File: src/rtl/i2cas_pkg.sv
package i2cas_pkg;
   typedef enum logic [3:0] {
      ST_IDLE,
      ST_ACK_LO,
      ST_ACK_REL,
      ST_ACK_HI,
      ST_STP_SDA,
      ST_STP_LO,
      ST_STP_REL,
      ST_STP_HI,
      ST_STP_FREE,
      ST_STP_TAIL
   } seq_state_t;
endpackage

File: src/rtl/i2cas_sync.sv
module i2cas_sync #(
   parameter int W      = 2,
   parameter int STAGES = 2
) (
   input  logic         clk,
   input  logic         rst_n,
   input  logic [W-1:0] d,
   output logic [W-1:0] q
);
   if (STAGES < 2) begin : g_bad_stages
      $error("i2cas_sync: STAGES must be at least 2");
   end

   logic [W-1:0] ff [STAGES];

   for (genvar i = 0; i < STAGES; i++) begin : g_stage
      always_ff @(posedge clk or negedge rst_n) begin
         if (!rst_n) ff[i] <= '1;
         else if (i == 0) ff[i] <= d;
         else ff[i] <= ff[(i == 0) ? 0 : i-1];
      end
   end

   assign q = ff[STAGES-1];
endmodule

File: src/rtl/i2cas_brg.sv
module i2cas_brg #(
   parameter int BRG_W = 8
) (
   input  logic             clk,
   input  logic             rst_n,
   input  logic [BRG_W-1:0] reload,
   input  logic             run,
   output logic             tick
);
   if (BRG_W < 1) begin : g_bad_width
      $error("i2cas_brg: BRG_W must be at least 1");
   end

   logic [BRG_W-1:0] cnt;

   assign tick = run && (cnt == '0);

   always_ff @(posedge clk or negedge rst_n) begin
      if (!rst_n)                 cnt <= '0;
      else if (!run || tick)      cnt <= reload;
      else                        cnt <= cnt - 1'b1;
   end
endmodule

File: src/rtl/i2cas_fsm.sv
module i2cas_fsm
   import i2cas_pkg::*;
(
   input  logic clk,
   input  logic rst_n,
   input  logic ack_go,
   input  logic ack_val,
   input  logic stop_go,
   input  logic clr_irq,
   input  logic scl_s,
   input  logic sda_s,
   input  logic tick,
   output logic run,
   output logic busy,
   output logic ack_busy,
   output logic stop_busy,
   output logic scl_pull,
   output logic sda_pull,
   output logic irq_flag,
   output logic stop_seen
);
   seq_state_t st, st_d;
   logic ackdt_q, scl_hold;
   logic accept, done_ack, done_stp, set_seen;

   always_comb begin
      st_d = st; accept = 1'b0; done_ack = 1'b0; done_stp = 1'b0; set_seen = 1'b0;
      case (st)
         ST_IDLE: begin
            if (ack_go)       begin st_d = ST_ACK_LO;  accept = 1'b1; end
            else if (stop_go) begin st_d = ST_STP_SDA; accept = 1'b1; end
         end
         ST_ACK_LO:   if (tick) st_d = ST_ACK_REL;
         ST_ACK_REL:  if (scl_s) st_d = ST_ACK_HI;
         ST_ACK_HI:   if (tick) begin st_d = ST_IDLE; done_ack = 1'b1; end
         ST_STP_SDA:  if (!sda_s) st_d = ST_STP_LO;
         ST_STP_LO:   if (tick) st_d = ST_STP_REL;
         ST_STP_REL:  if (scl_s) st_d = ST_STP_HI;
         ST_STP_HI:   if (tick) st_d = ST_STP_FREE;
         ST_STP_FREE: if (sda_s && scl_s) begin st_d = ST_STP_TAIL; set_seen = 1'b1; end
         ST_STP_TAIL: if (tick) begin st_d = ST_IDLE; done_stp = 1'b1; end
         default:     st_d = ST_IDLE;
      endcase
   end

   always_ff @(posedge clk or negedge rst_n) begin
      if (!rst_n) begin
         st <= ST_IDLE; ackdt_q <= 1'b1; scl_hold <= 1'b0;
         irq_flag <= 1'b0; stop_seen <= 1'b0;
      end else begin
         st <= st_d;
         if (accept && ack_go) ackdt_q <= ack_val;
         if (done_ack) scl_hold <= 1'b1;
         else if (done_stp) scl_hold <= 1'b0;
         if (done_ack || done_stp) irq_flag <= 1'b1;
         else if (clr_irq) irq_flag <= 1'b0;
         if (set_seen) stop_seen <= 1'b1;
         else if (accept) stop_seen <= 1'b0;
      end
   end

   always_comb begin
      scl_pull = 1'b0; sda_pull = 1'b0;
      case (st)
         ST_IDLE:                   scl_pull = scl_hold;
         ST_ACK_LO:   begin scl_pull = 1'b1; sda_pull = !ackdt_q; end
         ST_ACK_REL, ST_ACK_HI:     sda_pull = !ackdt_q;
         ST_STP_SDA, ST_STP_LO: begin scl_pull = 1'b1; sda_pull = 1'b1; end
         ST_STP_REL, ST_STP_HI:     sda_pull = 1'b1;
         default: ;
      endcase
   end

   assign ack_busy  = (st == ST_ACK_LO) || (st == ST_ACK_REL) || (st == ST_ACK_HI);
   assign stop_busy = (st != ST_IDLE) && !ack_busy;
   assign busy      = (st != ST_IDLE);
   assign run       = ((st == ST_ACK_LO) && !scl_s) || (st == ST_ACK_HI) ||
                      (st == ST_STP_LO) || (st == ST_STP_HI) || (st == ST_STP_TAIL);


   ack_data_steady_chk: assert property (@(posedge clk) disable iff (!rst_n)
      (ack_busy && $past(ack_busy)) |-> $stable(sda_pull));

   stop_seen_lines_chk: assert property (@(posedge clk) disable iff (!rst_n)
      $rose(stop_seen) |-> ($past(sda_s) && $past(scl_s)));

   irq_at_end_chk: assert property (@(posedge clk) disable iff (!rst_n)
      $rose(irq_flag) |-> (!busy && $past(busy)));

   no_stop_after_ack_chk: assert property (@(posedge clk) disable iff (!rst_n)
      ack_busy |=> !stop_busy);
endmodule

File: src/rtl/i2c_ackstop_seq.sv
module i2c_ackstop_seq #(
   parameter int BRG_W       = 8,
   parameter int BUF_W       = 8,
   parameter int SYNC_STAGES = 2
) (
   input  logic             clk,
   input  logic             rst_n,
   input  logic [BRG_W-1:0] brg_reload,
   input  logic             ack_go,
   input  logic             ack_val,
   input  logic             stop_go,
   input  logic             buf_wr,
   input  logic [BUF_W-1:0] buf_wdata,
   input  logic             clr_irq,
   input  logic             clr_wcol,
   input  logic             scl_in,
   input  logic             sda_in,
   output logic             scl_pull,
   output logic             sda_pull,
   output logic             ack_busy,
   output logic             stop_busy,
   output logic [BUF_W-1:0] buf_q,
   output logic             irq_flag,
   output logic             stop_seen,
   output logic             wcol_flag
);
   localparam int PIN_W = 2;

   if (BUF_W < 1) begin : g_bad_buf
      $error("i2c_ackstop_seq: BUF_W must be at least 1");
   end

   logic [PIN_W-1:0] pins_s;
   logic             run, tick, busy;

   i2cas_sync #(.W(PIN_W), .STAGES(SYNC_STAGES)) u_sync (
      .clk(clk), .rst_n(rst_n), .d({scl_in, sda_in}), .q(pins_s));

   i2cas_brg #(.BRG_W(BRG_W)) u_brg (
      .clk(clk), .rst_n(rst_n), .reload(brg_reload), .run(run), .tick(tick));

   i2cas_fsm u_fsm (
      .clk(clk), .rst_n(rst_n), .ack_go(ack_go), .ack_val(ack_val),
      .stop_go(stop_go), .clr_irq(clr_irq), .scl_s(pins_s[1]), .sda_s(pins_s[0]),
      .tick(tick), .run(run), .busy(busy), .ack_busy(ack_busy),
      .stop_busy(stop_busy), .scl_pull(scl_pull), .sda_pull(sda_pull),
      .irq_flag(irq_flag), .stop_seen(stop_seen));

   always_ff @(posedge clk or negedge rst_n) begin
      if (!rst_n) begin
         buf_q     <= '0;
         wcol_flag <= 1'b0;
      end else begin
         if (buf_wr && busy) wcol_flag <= 1'b1;
         else if (clr_wcol)  wcol_flag <= 1'b0;
         if (buf_wr && !busy) buf_q <= buf_wdata;
      end
   end


   buf_refused_chk: assert property (@(posedge clk) disable iff (!rst_n)
      (buf_wr && busy) |=> ($stable(buf_q) && wcol_flag));
endmodule

File: config.mk
export PLATFORM = sky130hd
export DESIGN_NAME = i2c_ackstop_seq
export DESIGN_NICKNAME = d
export VERILOG_FILES = /design/src/rtl/i2cas_pkg.sv /design/src/rtl/i2cas_sync.sv /design/src/rtl/i2cas_brg.sv /design/src/rtl/i2cas_fsm.sv /design/src/rtl/i2c_ackstop_seq.sv
export SDC_FILE = /design/constraint.sdc
export NUM_CORES = 1
export LEC_CHECK = 0
export ABC_AREA = 1
export BUFFER_PORTS_ARGS = -buffer_cell sky130_fd_sc_hd__buf_2
export CORE_UTILIZATION = 40
export CTS_BUF_LIST = sky130_fd_sc_hd__clkbuf_8
export CTS_CLUSTER_DIAMETER = 80
export DETAILED_ROUTE_END_ITERATION = 8
export GPL_TIMING_DRIVEN = 0
export PLACE_DENSITY_LB_ADDON = 0.1
export SYNTH_ARGS = -nofsm -noshare
export SYNTH_HDL_FRONTEND = slang
export SYNTH_SLANG_ARGS = --single-unit
File: constraint.sdc
create_clock -name clk -period 1.65 [get_ports clk]
set_input_delay 0.0825 -clock clk [delete_from_list [all_inputs] [get_ports clk]]
set_output_delay 0.0825 -clock clk [all_outputs]
set_load 0.05 [all_outputs]
==> impl_results.md <==
* Internal cell power at 2333 uW
* Routed wire length at 2946 um
* Syn avg cell area at 9.712 sq um
* Worst hold start: brg_reload[4]
* CTS max path bufs at 2
* Vias post-DR at 1,223
* Layout cell share with drive strength beyond 1 at 0.4766
* Sequential share of the synthesized area at 0.4710
* Distinct cells, synth at 29
* Final Max Tran Viols at 0
* Crit start category: flop
* # diodes at 0
* Peak VDD IR at 1.148 mV
* Pwr per Cell Area at 2370 nW/um^2
* Mapped Area at 1554 sq um
* Synth top area cells: dfrtp_1 (39%), dfstp_2 (8.5%), mux2_4 (7.7%)
* DR DRC count at 0
* Hold path cells at 3
* Max Used Layer: met4
* Vias in the first global route at 1,227
* Reg2Reg Capture Point: u_brg.cnt[5]
* Hold Vio Cnt, Final at 0
* Area leader, netlist: dfrtp_1
* Die height at 64.33 um
* Metal2 WL at 1419 um
* Wire length per cell at 11.24 um
* Comb power frac at 0.613
* Root cell of the clock tree: clkbuf_8
* Worst Path Buf+Inv at 2
* Tcrit/Tclk final at 0.9500
* Die area at 4138 sq um
* Reg area at 735.7 sq um
* R2R depth at 9
* IO Port Bufs at 40
* CP top delay family: flip-flops
* CP Class: reg -> out
* Initial antenna violation count at 0
* FP Rows at 22
* Area growth, synth to finish at 27.70%
* YS warnings at 0
* DR iter-0 viols at 85
* Post-synth ARST share at 1.000
* Worst path max stage delay at 470 ps
* Gr usage total at 0.1686
* GRT overflow at 0
* Final setup viols at 0
* Most common cell after layout, fill and taps aside: buf_2
* TritonRoute pass-1 iters at 4
* Routed via count divided by cell count at 4.668
* Clock Power Share at 0.116
* Synth Flop Type: dfrtp_1
* Top-Level Pins at 41
* Slowest CP cell: dfrtp_2
* Worst hold path class: in -> reg
* Final total power at 4704 uW
* Skew final at 10.44 ps
* RD Place Congestion at 0.7949
* Starting Density at 0.4213
* Synth Instances at 160
* Post-synth EDFFs at 0
* Worst hold path endpoint: u_brg.cnt[4]
* Fillers at 373
* Worst path required time at 1570 ps
* Core Box Area at 3689 sq um
* First-pass GRT wire length at 5250 um
* Syn_nets at 188
* Flops & latches, synth at 29
* Largest net degree at the start of global routing at 30
* Met3 Wirelength at 125 um
* Latest clock arrival within the worst-skew pair at 280 ps
* NetSw at 2371 uW
* Clock sink count at 29
* Reg-to-Reg Start: u_brg.cnt[0]
* Flop pwr share at 0.270
* Num CTS Buffers at 5
* Leak at 0.001024 uW
* Worst slew margin at 0.5893
* Htree depth at 2
* Fin crit period at 1567 ps
* CP Cell Sequence: nor2_4 -> nand2_2 -> inv_2 -> nand2_1 -> o211ai_1 -> buf_4
* Slew @ Worst Pin at 616.0 ps
* DP Wirelength at 2252 um
* Clock-pin transition on the worst setup and hold timing paths at 60 ps
* Commonest non-fill, non-tap cells in the layout: buf_2 (39), nand2_1 (30), dfrtp_1 (21), inv_1 (14)
* CP max FO at 7
* Multi-input logic area at 744.5 sq um
* Share of the synthesized area in the top cell type at 0.3865
* TritonCTS clock tree: built
* Fin area at 1984 sq um
* Worst setup EP type: output pin
* Post-Route M1 WL at 1344 um
* Die Span X at 64.33 um
* Antenna viol nets, final at 0
* F_max at 0.6380 GHz
* WP data arrival at 1480 ps
* Max-cap violations at 0
* Status: finished clean
* Area after DPL at 1824 sq um
* R2r setup slk at 110 ps
* Switching Share at 0.5040
* Final nets at 241
## flip-flops by register name (all words and copies together) (netlist names)
signal,count
wcol_flag,1
buf_q,8
u_brg.cnt,8
u_sync.ff,2
u_fsm.irq_flag,1
u_fsm.scl_hold,1
u_fsm.ackdt_q,1
u_fsm.stop_seen,1
u_fsm.st,4
u_sync.q,2
## timing repair
item | CTS | global route
setup buffers | 0 | 1
setup endpoints to repair | 1 | 11
hold endpoints to repair | 28 | 0
resized for setup | 3 | 4
hold buffers | 5 | 0
pin swaps | 0 | 2
## Yosys cell counts, types with 2 or more instances
cell and instances:
nor2_1 10, o22ai_1 3, o21ai_2 7, nand2_4 4, nand2_1 31, nor2_4 2
nand2_2 8, mux2_4 8, inv_1 13, o21ai_1 4, o21ai_0 2, nor3_1 2
nand3_1 9, inv_2 9, ha_1 2, xor2_1 5, dfrtp_1 24, nand4_1 2
dfstp_2 5
## metal layers
layer  global-route usage  vias up
met4              0.07500        0
met3              0.05357        5
met1               0.1973      572
met2               0.2803       24
li1                     -      622
met5                    0        -
## through the flow
| step | worst slack [ps] | TNS [ps] | utilization | std cells | hold WS (ps) |
|---|---|---|---|---|---|
| 2_1_floorplan | 13.75 | 0 | - | 160 | -213.1 |
| 3_3_place_gp | 71.76 | 0 | 0.4946 | 248 | 137.1 |
| 3_5_place_dp | 32.46 | 0 | 0.4946 | 248 | 147.4 |
| 4_1_cts | 14.34 | 0 | 0.5332 | 261 | 0.2478 |
| 5_1_grt | -39.05 | -176.2 | 0.5380 | 262 | 7.851 |
| 6_report | 82.55 | 0 | 0.5380 | 262 | 5.983 |
## kinds of logic (layout without fill, tap and decap cells)
family | count (synthesis) | count (layout) | synth area share
AOI/OAI and AO/OA | 18 | 18 | 0.08213
xor gates and xnor gates | 6 | 6 | 0.03382
adders and majority gates | 2 | 2 | 0.01610
buffers and inverters | 24 | 78 | 0.06521
DFF | 29 | 29 | 0.4710
muxes | 8 | 8 | 0.07730
and+or+nand+nor | 73 | 73 | 0.2544
## worst max-delay path by stage
| stage | endpoint | cells past startpoint | slack, ps | startpoint |
|---|---|---|---|---|
| after CTS | scl_pull | 6 | 10 | u_fsm.st[1] |
| after global routing | u_brg.cnt[5] | 9 | -40 | u_brg.cnt[0] |
| after detailed placement | buf_q[5] | 5 | 30 | u_fsm.st[1] |
| final | scl_pull | 6 | 80 | u_fsm.st[1] |
| after global placement | buf_q[5] | 5 | 70 | u_fsm.st[1] |
| after floorplan | sda_pull | 5 | 10 | u_fsm.st[2] |
## power by group through the flow
stage | sequential [uW] | clock [uW] | combinational [uW]
after CTS | 1270 | 566 | 2880
after global routing | 1310 | 606 | 3170
after global placement | 1240 | 0 | 2820
after detailed placement | 1260 | 0 | 2840
final | 1270 | 547 | 2890
after floorplan | 1620 | 0 | 1950
## tightest hold or removal path, cell delays in order
cell and delay (ps):
buf_2 80, nand2_2 50, o21ai_2 40
## area by class of cell
cell class,instances,area share
plain buffers,1,0.007566
clock buffers,5,0.03468
flip-flops and latches,29,0.3707
clock inverters,3,0.006936
well taps,48,0.03026
inverters,23,0.04351
multi-input cells,107,0.3752
repair buffers,46,0.1311
(Power assumes the default switching activity.)
